File: src/rtl/nand_phase_pkg.sv
package nand_phase_pkg;
  localparam int WORD_W    = 32;
  localparam int CNT_W     = 8;
  localparam int GAP_W     = 4;
  localparam int BYTE_W    = 8;
  // timing word field positions
  localparam int SETUP_LSB = 0;
  localparam int STRB_LSB  = 8;
  localparam int HOLD_LSB  = 16;
  localparam int TURN_LSB  = 24;
  // control word bit positions
  localparam int CB_READY  = 1;
  localparam int CB_EN     = 2;
  localparam int CB_NAND   = 3;
  localparam int CB_WIDE   = 4;
  localparam int CLR_LSB   = 9;
  localparam int ALR_LSB   = 13;

  typedef enum logic [2:0] {
    PH_IDLE, PH_TURN, PH_GAP, PH_SETUP, PH_STRB, PH_HOLD
  } phase_e;

  typedef enum logic [1:0] {
    OP_CMD = 2'd0, OP_ADDR = 2'd1, OP_WRITE = 2'd2, OP_READ = 2'd3
  } op_e;

  typedef struct packed {
    logic [CNT_W-1:0] setup_last;
    logic [CNT_W-1:0] strb_last;
    logic [CNT_W-1:0] hold_last;
    logic [CNT_W-1:0] turn_last;
    logic             turn_on;
    logic [GAP_W-1:0] clr_last;
    logic [GAP_W-1:0] alr_last;
    logic             ready_en;
    logic             wide;
  } cfg_t;

  function automatic logic [CNT_W-1:0] at_least_one(input logic [CNT_W-1:0] raw);
    return (raw == '0) ? CNT_W'(1) : raw;
  endfunction

  // Counters load "last index" = length-1 of each phase.
  function automatic cfg_t decode_cfg(input logic [WORD_W-1:0] t,
                                      input logic [WORD_W-1:0] c);
    cfg_t r;
    r.setup_last = at_least_one(t[SETUP_LSB +: CNT_W]);
    r.strb_last  = at_least_one(t[STRB_LSB +: CNT_W]);
    r.hold_last  = at_least_one(t[HOLD_LSB +: CNT_W]) - CNT_W'(1);
    r.turn_on    = (t[TURN_LSB +: CNT_W] != '0);
    r.turn_last  = t[TURN_LSB +: CNT_W] - CNT_W'(1);
    r.clr_last   = c[CLR_LSB +: GAP_W];
    r.alr_last   = c[ALR_LSB +: GAP_W];
    r.ready_en   = c[CB_READY];
    r.wide       = c[CB_WIDE];
    return r;
  endfunction

  function automatic logic bank_enabled(input logic [WORD_W-1:0] c);
    return c[CB_EN] & c[CB_NAND];
  endfunction

  function automatic logic drives_bus(input op_e op);
    return op != OP_READ;
  endfunction
endpackage

File: src/rtl/nps_cfg_latch.sv
module nps_cfg_latch
  import nand_phase_pkg::*;
(
  input  logic              clk,
  input  logic              rst_n,
  input  logic              load,
  input  logic [WORD_W-1:0] timing_word,
  input  logic [WORD_W-1:0] ctrl_word,
  output cfg_t              cfg_live,
  output cfg_t              cfg_q,
  output logic              bank_on
);
  assign cfg_live = decode_cfg(timing_word, ctrl_word);
  assign bank_on  = bank_enabled(ctrl_word);

  always_ff @(posedge clk or negedge rst_n) begin
    if (!rst_n) cfg_q <= '0;
    else if (load) cfg_q <= cfg_live;
  end
endmodule

File: src/rtl/nps_sequencer.sv
module nps_sequencer
  import nand_phase_pkg::*;
(
  input  logic             clk,
  input  logic             rst_n,
  input  logic             bank_on,
  input  logic             accept,
  input  logic             need_turn,
  input  logic             need_gap,
  input  logic [GAP_W-1:0] gap_len_in,
  input  cfg_t             cfg_live,
  input  cfg_t             cfg_q,
  input  logic             rdy_in,
  output phase_e           phase,
  output logic             strb_exit,
  output logic             done
);
  phase_e           phase_q, phase_n;
  logic [CNT_W-1:0] cnt_q, cnt_n;
  logic             gap_q;
  logic [GAP_W-1:0] gap_len_q;
  logic             cnt_zero, ready_ok, hold_end;

  assign cnt_zero  = (cnt_q == '0);
  assign ready_ok  = !cfg_q.ready_en || rdy_in;
  assign strb_exit = (phase_q == PH_STRB) && cnt_zero && ready_ok && bank_on;
  assign hold_end  = (phase_q == PH_HOLD) && cnt_zero && bank_on;
  assign phase     = phase_q;

  always_comb begin
    phase_n = phase_q;
    cnt_n   = cnt_zero ? '0 : cnt_q - CNT_W'(1);
    unique case (phase_q)
      PH_IDLE: begin
        cnt_n = '0;
        if (accept) begin
          if (need_turn) begin
            phase_n = PH_TURN;
            cnt_n   = cfg_live.turn_last;
          end else if (need_gap) begin
            phase_n = PH_GAP;
            cnt_n   = CNT_W'(gap_len_in);
          end else begin
            phase_n = PH_SETUP;
            cnt_n   = cfg_live.setup_last;
          end
        end
      end
      PH_TURN: if (cnt_zero) begin
        if (gap_q) begin
          phase_n = PH_GAP;
          cnt_n   = CNT_W'(gap_len_q);
        end else begin
          phase_n = PH_SETUP;
          cnt_n   = cfg_q.setup_last;
        end
      end
      PH_GAP: if (cnt_zero) begin
        phase_n = PH_SETUP;
        cnt_n   = cfg_q.setup_last;
      end
      PH_SETUP: if (cnt_zero) begin
        phase_n = PH_STRB;
        cnt_n   = cfg_q.strb_last;
      end
      PH_STRB: if (cnt_zero && ready_ok) begin
        phase_n = PH_HOLD;
        cnt_n   = cfg_q.hold_last;
      end
      PH_HOLD: if (cnt_zero) phase_n = PH_IDLE;
      default: begin
        phase_n = PH_IDLE;
        cnt_n   = '0;
      end
    endcase
    if (!bank_on) begin
      phase_n = PH_IDLE;
      cnt_n   = '0;
    end
  end

  always_ff @(posedge clk or negedge rst_n) begin
    if (!rst_n) begin
      phase_q   <= PH_IDLE;
      cnt_q     <= '0;
      gap_q     <= 1'b0;
      gap_len_q <= '0;
      done      <= 1'b0;
    end else begin
      phase_q <= phase_n;
      cnt_q   <= cnt_n;
      done    <= hold_end;
      if (accept) begin
        gap_q     <= need_gap;
        gap_len_q <= gap_len_in;
      end
    end
  end

  assert_done_after_hold_R9: assert property (@(posedge clk) disable iff (!rst_n)
    done |-> $past(phase_q) == PH_HOLD);
  assert_disable_idles_R10: assert property (@(posedge clk) disable iff (!rst_n)
    !bank_on |=> phase_q == PH_IDLE);
  assert_setup_min_R3: assert property (@(posedge clk) disable iff (!rst_n)
    (phase_q == PH_SETUP && $past(phase_q) != PH_SETUP)
      |=> (phase_q == PH_SETUP || phase_q == PH_IDLE));
  assert_strobe_min_R3: assert property (@(posedge clk) disable iff (!rst_n)
    (phase_q == PH_STRB && $past(phase_q) != PH_STRB)
      |=> (phase_q == PH_STRB || phase_q == PH_IDLE));
  assert_ready_stall_R11: assert property (@(posedge clk) disable iff (!rst_n)
    (phase_q == PH_STRB && cfg_q.ready_en && !rdy_in)
      |=> (phase_q == PH_STRB || phase_q == PH_IDLE));
endmodule

File: src/rtl/nps_bus_drive.sv
module nps_bus_drive
  import nand_phase_pkg::*;
#(
  parameter int DATA_W = 16
) (
  input  logic              clk,
  input  logic              rst_n,
  input  logic              accept,
  input  op_e               op_in,
  input  logic [DATA_W-1:0] data_in,
  input  logic              wide_in,
  input  phase_e            phase,
  input  logic              strb_exit,
  input  logic [DATA_W-1:0] dq_in,
  output logic              ce_n,
  output logic              cle,
  output logic              ale,
  output logic              we_n,
  output logic              re_n,
  output logic [DATA_W-1:0] dq_out,
  output logic              dq_oe,
  output logic [DATA_W-1:0] rd_data
);
  localparam int UPPER_W = DATA_W - BYTE_W;

  op_e               op_q;
  logic [DATA_W-1:0] data_q;
  logic              wide_q;
  logic              latch_window, strobe_on;
  logic [DATA_W-1:0] out_word;

  function automatic logic [DATA_W-1:0] narrow(input logic [DATA_W-1:0] w,
                                               input logic keep_all);
    return keep_all ? w : {{UPPER_W{1'b0}}, w[BYTE_W-1:0]};
  endfunction

  always_ff @(posedge clk or negedge rst_n) begin
    if (!rst_n) begin
      op_q   <= OP_CMD;
      data_q <= '0;
      wide_q <= 1'b0;
    end else if (accept) begin
      op_q   <= op_in;
      data_q <= data_in;
      wide_q <= wide_in;
    end
  end

  always_ff @(posedge clk or negedge rst_n) begin
    if (!rst_n) rd_data <= '0;
    else if (strb_exit && op_q == OP_READ) rd_data <= narrow(dq_in, wide_q);
  end

  assign latch_window = (phase == PH_SETUP) || (phase == PH_STRB) || (phase == PH_HOLD);
  assign strobe_on    = (phase == PH_STRB);
  assign out_word     = narrow(data_q, wide_q && op_q == OP_WRITE);

  assign ce_n   = (phase == PH_IDLE);
  assign cle    = latch_window && op_q == OP_CMD;
  assign ale    = latch_window && op_q == OP_ADDR;
  assign we_n   = !(strobe_on && drives_bus(op_q));
  assign re_n   = !(strobe_on && !drives_bus(op_q));
  assign dq_oe  = latch_window && drives_bus(op_q);
  assign dq_out = dq_oe ? out_word : '0;

  assert_latch_excl_R4: assert property (@(posedge clk) disable iff (!rst_n)
    !(cle && ale));
  assert_one_strobe_R1: assert property (@(posedge clk) disable iff (!rst_n)
    !(!we_n && !re_n));
endmodule

File: src/rtl/nand_phase_seq.sv
module nand_phase_seq
  import nand_phase_pkg::*;
#(
  parameter int DATA_W = 16
) (
  input  logic              clk,
  input  logic              rst_n,
  input  logic [31:0]       timing_word,
  input  logic [31:0]       ctrl_word,
  input  logic              req_valid,
  input  logic [1:0]        req_type,
  input  logic [DATA_W-1:0] req_data,
  input  logic              rdy_in,
  input  logic [DATA_W-1:0] dq_in,
  output logic              busy,
  output logic              done,
  output logic [DATA_W-1:0] rd_data,
  output logic              ce_n,
  output logic              cle,
  output logic              ale,
  output logic              we_n,
  output logic              re_n,
  output logic [DATA_W-1:0] dq_out,
  output logic              dq_oe
);
  cfg_t             cfg_live, cfg_q;
  logic             bank_on, accept, need_turn, need_gap, strb_exit;
  logic [GAP_W-1:0] gap_len;
  phase_e           phase;
  op_e              op_in;
  logic             last_wr_q, last_cmd_q, last_addr_q;

  assign op_in     = op_e'(req_type);
  assign busy      = (phase != PH_IDLE);
  assign accept    = req_valid && !busy && bank_on;
  assign need_turn = (op_in == OP_READ) && last_wr_q && cfg_live.turn_on;
  assign need_gap  = (op_in == OP_READ) && (last_cmd_q || last_addr_q);
  assign gap_len   = last_addr_q ? cfg_live.alr_last : cfg_live.clr_last;

  always_ff @(posedge clk or negedge rst_n) begin
    if (!rst_n) begin
      last_wr_q   <= 1'b0;
      last_cmd_q  <= 1'b0;
      last_addr_q <= 1'b0;
    end else if (accept) begin
      last_wr_q   <= drives_bus(op_in);
      last_cmd_q  <= (op_in == OP_CMD);
      last_addr_q <= (op_in == OP_ADDR);
    end
  end

  nps_cfg_latch u_cfg (
    .clk(clk), .rst_n(rst_n), .load(accept),
    .timing_word(timing_word), .ctrl_word(ctrl_word),
    .cfg_live(cfg_live), .cfg_q(cfg_q), .bank_on(bank_on)
  );

  nps_sequencer u_seq (
    .clk(clk), .rst_n(rst_n), .bank_on(bank_on), .accept(accept),
    .need_turn(need_turn), .need_gap(need_gap), .gap_len_in(gap_len),
    .cfg_live(cfg_live), .cfg_q(cfg_q), .rdy_in(rdy_in),
    .phase(phase), .strb_exit(strb_exit), .done(done)
  );

  nps_bus_drive #(.DATA_W(DATA_W)) u_bus (
    .clk(clk), .rst_n(rst_n), .accept(accept), .op_in(op_in),
    .data_in(req_data), .wide_in(cfg_live.wide), .phase(phase),
    .strb_exit(strb_exit), .dq_in(dq_in),
    .ce_n(ce_n), .cle(cle), .ale(ale), .we_n(we_n), .re_n(re_n),
    .dq_out(dq_out), .dq_oe(dq_oe), .rd_data(rd_data)
  );

  assert_idle_ce_high_R2: assert property (@(posedge clk) disable iff (!rst_n)
    !busy |-> ce_n);
  assert_accept_busy_R9: assert property (@(posedge clk) disable iff (!rst_n)
    accept |=> busy);
  assert_turn_quiet_R8: assert property (@(posedge clk) disable iff (!rst_n)
    (phase == PH_TURN) |-> (!dq_oe && re_n && we_n));
  assert_no_drive_on_read_R12: assert property (@(posedge clk) disable iff (!rst_n)
    !(dq_oe && !re_n));
endmodule

File: config.mk
export PLATFORM = sky130hd
export DESIGN_NAME = nand_phase_seq
export DESIGN_NICKNAME = d
export VERILOG_FILES = /design/src/rtl/nand_phase_pkg.sv /design/src/rtl/nps_cfg_latch.sv /design/src/rtl/nps_sequencer.sv /design/src/rtl/nps_bus_drive.sv /design/src/rtl/nand_phase_seq.sv
export SDC_FILE = /design/constraint.sdc
export NUM_CORES = 1
export LEC_CHECK = 0
export BUFFER_PORTS_ARGS = -buffer_cell sky130_fd_sc_hd__buf_2
export CELL_PAD_IN_SITES_DETAIL_PLACEMENT = 1
export CELL_PAD_IN_SITES_GLOBAL_PLACEMENT = 2
export CORE_UTILIZATION = 29
export CTS_CLUSTER_DIAMETER = 150
export CTS_CLUSTER_SIZE = 20
export DETAILED_ROUTE_END_ITERATION = 10
export PLACE_DENSITY_LB_ADDON = 0.1
export SYNTH_ARGS = -nofsm -noshare
export SYNTH_HDL_FRONTEND = slang
export SYNTH_SLANG_ARGS = --single-unit
export TNS_END_PERCENT = 10
File: constraint.sdc
create_clock -name clk -period 2.21 [get_ports clk]
set_input_delay 0.442 -clock clk [delete_from_list [all_inputs] [get_ports clk]]
set_output_delay 0.442 -clock clk [all_outputs]
set_load 0.02 [all_outputs]
# ---- Yosys cells after proc, flatten, opt, wreduce, memory -nomap -nowiden
# Cells that the tools add are included.
# Widths: inputs -> output; s select.
dict set report word_totals {
  ff_bits 80
}
dict set report op_classes {
  addsub 3
  n_eq_ne 18
  mux 29
  n_bitwise 1
  reduce_logical 37
}
# operator count
set ops {}
lappend ops {{$mux 8} 13}
lappend ops {{$mux 16} 3}
lappend ops {{$pmux 8 s6} 1}
lappend ops {{$logic_not 8->1} 4}
lappend ops {{$mux 3} 8}
lappend ops {{$sub 8x1->8 const B} 3}
lappend ops {{$logic_and 1x1->1} 18}
lappend ops {{$pmux 3 s6} 1}
lappend ops {{$ne 3x2->1 const B} 3}
lappend ops {{$ne 3x3->1 const B} 3}
lappend ops {{$reduce_bool 8->1} 1}
lappend ops {{$eq 2x2->1 const B} 3}
lappend ops {{$eq 3x2->1 const B} 2}
lappend ops {{$eq 3x3->1 const B} 2}
lappend ops {{$reduce_and 6->1} 1}
lappend ops {{$logic_not 1->1} 5}
lappend ops {{$eq 2x1->1 const B} 2}
lappend ops {{$logic_not 2->1} 2}
lappend ops {{$logic_or 1x1->1} 4}
lappend ops {{$mux 4} 1}
lappend ops {{$ne 2x2->1 const B} 2}
lappend ops {{$eq 3x1->1 const B} 1}
lappend ops {{$logic_not 3->1} 1}
lappend ops {{$reduce_bool 3->1} 1}
lappend ops {{2 further kinds} 3}

# ---- Depth between registers and ports, before layout
dict set report depth {
  ltp_word 7
  mapped_depth 8
}

# ---- By module
# A second synthesis with hierarchy kept.
dict set report hier_totals {
  hier_cells 534
  hier_area_um2 5589.1
}
# mod n_inst cells_per_inst area_each_um2 seq_area_each_um2
set by_module_without_submodules {}
lappend by_module_without_submodules {nps_cfg_latch 1 179 2074.5 1076.0}
lappend by_module_without_submodules {nps_bus_drive 1 150 1691.6 875.8}
lappend by_module_without_submodules {nps_sequencer 1 183 1604.0 425.4}
lappend by_module_without_submodules {nand_phase_seq 1 22 219.0 75.1}

# ---- Least setup slack after synthesis
# OpenSTA, ideal clock, no wires.
dict set report synth_path {
  kind {reg2out}
  startpoint {register u_seq.phase_q[1] (netlist: u_seq.phase[1])}
  endpoint {output port dq_out[0]}
  arrival_time_ps 1747
  t_required_ps 1768
  path_slack_ps 21
  path_stages_with_launch 6
  n_path_buf 1
  cell_sequence {dfrtp_1 buf_2 nand2b_1 o21a_1 a21oi_1 and2_1}
}
dict set report synth_between {
  elab_chain_cells 5
}
# item line
set synth_rtl {}
lappend synth_rtl {{from (decl)} nps_sequencer.sv:18} ;# phase_e phase_q, phase_n;
lappend synth_rtl {{from (signal assigned)} nps_sequencer.sv:90} ;# phase_q <= phase_n;
lappend synth_rtl {{$eq 3x2->1 / $eq 3x3->1 (equally long branches)} nps_bus_drive.sv:54} ;# assign latch_window = (phase == PH_SETUP) || (phase == PH_STRB) || (phase == PH_HOLD);
lappend synth_rtl {{$logic_or 1x1->1} nps_bus_drive.sv:54}
lappend synth_rtl {{$logic_or 1x1->1 *} nps_bus_drive.sv:54}
lappend synth_rtl {{$logic_and 1x1->1 *} nps_bus_drive.sv:63} ;# assign dq_oe = latch_window && drives_bus(op_q);
lappend synth_rtl {{net dq_oe} nand_phase_seq.sv:24} ;# output logic dq_oe
lappend synth_rtl {{$mux 16 *} nps_bus_drive.sv:64} ;# assign dq_out = dq_oe ? out_word : '0;
lappend synth_rtl {{to (decl)} nand_phase_seq.sv:23} ;# output logic [DATA_W-1:0] dq_out,
# The timed path passes the listed nets; every way through them passes the cells marked *.

# ---- Worst setup path in the final report
dict set report layout_path {
  startpoint {register u_seq.phase_q[1] (netlist: u_seq.phase[1])}
  endpoint {output port dq_out[2]}
}
dict set report layout_between {
  elab_chain_cells 5
}
# item line
set layout_rtl {}
lappend layout_rtl {{$eq 3x2->1 / $eq 3x3->1 (equally long branches)} nps_bus_drive.sv:54}
lappend layout_rtl {{$logic_or 1x1->1} nps_bus_drive.sv:54}
lappend layout_rtl {{$logic_or 1x1->1 *} nps_bus_drive.sv:54}
lappend layout_rtl {{$logic_and 1x1->1 *} nps_bus_drive.sv:63}
lappend layout_rtl {{$mux 16 *} nps_bus_drive.sv:64}
# Every way passes the cells marked *; elsewhere a longest branch is shown, timed or not.

==> impl_metrics.toml <==
[synthesis]
synth-edff-count = 0
synthTopCellsByArea = "dfrtp_1 46%, nand2_1 13%, o21ai_0 3.7%"
synth_cell_types = 65
ys_ff_latch = 80
netlist_area_um2 = 4360
synth_cells = 497
ys_seq_area_share_pct = 45.9
yosysMostFrequentCell = "nand2_1"
synth-async-reset-ratio_pct = 100
ys_warn_count = 0
avgSynthCellArea_um2 = 8.78
synth_top_area_cell = "dfrtp_1"
mappedNetlistNets = 603
synth-main-ff-cell = "dfrtp_1"
yosys.area.top_type_share_pct = 45.9
yosys-top-cells-count = "156 x nand2_1, 80 x dfrtp_1, 32 x o21ai_0"

[cts]
htreeDepth = 3
cts.clk_slew.worst_paths_ps = 60
clk_latency_ps = 340
root_buffer = "clkbuf_16"
cts_sinks = 80
cts_tree = "yes"
cts_buffers = 9
cts.path.max_buffers = 2

[floorplanning]
row_count = 44
initial_core_util_pct = 29.9
io_pins = 142
dieArea_um2 = 15500
die_x_um = 125
core_area_um2 = 14600
die_y_um = 125

[worst_setup_path]
worstPathArrival_ps = 1700
path_max_fanout = 4
cp-start-kind = "flop"
worst_ep_required_time_ps = 1770
crit_path_end_kind = "primary output"
cpPeakStageDelay_ps = 420
path_class = "reg -> out"
cp_cell_sequence = "nand2b_1 > o21a_4 > a21oi_4 > buf_4 > and2_1 > buf_2"
slowest_stage = "dfrtp_2"

[drt]
drc_errors = 0
dr.pass1.iters = 4
num_vias = 4074
drt-total-wl_um = 13900
vias_per_cell = 4.96
final_antenna_net_count = 0
wl_per_cell_um = 16.9
drt-initial-drc-count = 147

[layout]
nets = 738
syn_to_final_growth_pct = 30.0
ff_latch_area_um2 = 2000
final_cell_count_no_fill = 821
fin_area_um2 = 5670
fillerInstances = 1743
multiInputGateArea_um2 = 2230
layout-drive-gt1-share_pct = 31.9
diodes = 0

[timing]
worst_slew_pin_slew_ps = 500
finalHoldViolCount = 0
post-route-period-util_pct = 96.7
setup_viol = 0
whs_ps = 120
fmax_mhz = 468
finalSetupTns_ps = 0
slew_headroom_pct = 65.8
rsz0062_at_grt = "true"
clock_skew_ps = 8.84
fin_crit_ps = 2140
report.final.slew_viol_count = 0

[global_routing]
antenna_found_initial = 0
grt_overflow_total = 0
grt_pass1_vias = 4259
grt_max_degree = 81
grt_first_pass_wirelength_um = 22600
grt_use_total_pct = 18.5

[power_and_ir_drop]
ir_drop_v = 0.000354
fin_total_pwr_mw = 4.55
power.density_nw_per_um2 = 803
p_leak_nw = 2.82

[status]
outcome = "completed"

[min_path]
hold_path_class = "in -> async"

[place]
gp_congestion = 0.803
portBuffers = 121
dp.cells = 801
hpwl_um = 10200
dpl_cell_area_um2 = 5290

[flow_run]
maxCapViolations = 0
==> report_power, final <==
part           total (mW)  internal, mW  switching, mW  leakage (nW)
sequential           1.94          1.73          0.215          1.03
clock                1.52         0.911          0.612         0.147
combinational        1.09         0.471          0.620          1.64
total                4.55          3.11           1.45          2.82
==> critical path: cells and delay by family (launching register included) <==
kind	cells	cell delay, ps
compound gates	2	300
buf+inv	2	330
flops	1	420
simple gates	2	300
==> registers in the layout, indices dropped and copies added (netlist names) <==
name / cells
u_bus.rd_data: 16
last_cmd_q: 1
u_bus.op_q: 2
u_seq.cnt_q: 8
u_seq.done: 1
u_bus.data_q: 16
u_seq.gap_len_q: 4
last_wr_q: 1
last_addr_q: 1
u_seq.phase: 3
u_seq.gap_q: 1
u_cfg.cfg_q: 25
u_bus.wide_q: 1
==> area by class of cell <==
| class | count | area share, % |
|---|---|---|
| clock buffer | 12 | 4.35 |
| clock inverter | 4 | 0.927 |
| inverter | 8 | 0.529 |
| multi-input combinational | 383 | 39.3 |
| sequential | 80 | 35.3 |
| tap | 184 | 4.06 |
| timing repair buffer | 150 | 15.5 |
==> path summary, 6_finish.rpt <==
check / cells past startpoint / end / slack (ps) / start
max in group asynchronous: 2 / u_seq.phase[1] / 1730 / rst_n
min in group clk: 3 / u_cfg.cfg_q[1] / 290 / ctrl_word[1]
max: 6 / dq_out[2] / 70 / u_seq.phase[1]
min: 2 / u_cfg.cfg_q[41] / 120 / rst_n
max reg2reg: 8 / u_seq.phase[1] / 150 / u_seq.cnt_q[0]
min reg2reg: 2 / u_bus.data_q[3] / 470 / u_bus.data_q[3]
==> per-stage QoR <==
step | setup slack (ps) | util [%]
after CTS | 17.9 | 38.5
after global placement | 115 | 36.3
after floorplan | 20.9 | -
after detailed placement | 83.8 | 36.3
final | 72.4 | 38.9
after global routing | -0.675 | 38.9
==> cell families (layout without fill, tap and decap cells) <==
group           count (synthesis)  after routing  synth area share, %
flops                          80             80                 45.9
buf+inv                        34            174                 3.82
xor+xnor                       13             13                 2.61
fa+ha+maj                       4              4                 1.15
mux                            20             20                 5.31
compound gates                 93             93                 13.9
simple gates                  253            253                 27.3
==> metal layers <==
metal	track usage, %	share of wire [%]	vias up
met3	2.62	3.4	14
met2	29.9	47	76
met1	25.0	48	2012
met4	6.80	1.5	0
li1	-	-	1972
met5	0	0	-
==> repair_timing <==
item / in CTS / in global routing
hold buffers: 0 / 0
setup buffers: 2 / 1
endpoints found under the setup margin: 16 / 18
gates resized for setup: 3 / 14
cloned: 0 / 1
==> layout by cell type, fill, tap and decap left out, types with 9 or more instances in the layout <==
master and n:
nand2_1 156, buf_2 114, dfrtp_1 78, buf_4 33, o21ai_0 32, nor2_1 20, a21oi_1 20, and2_1 16
nor3_1 11, nand3_1 9, mux2_2 9, clkbuf_16 9
Power figures use the tool's default switching activity.
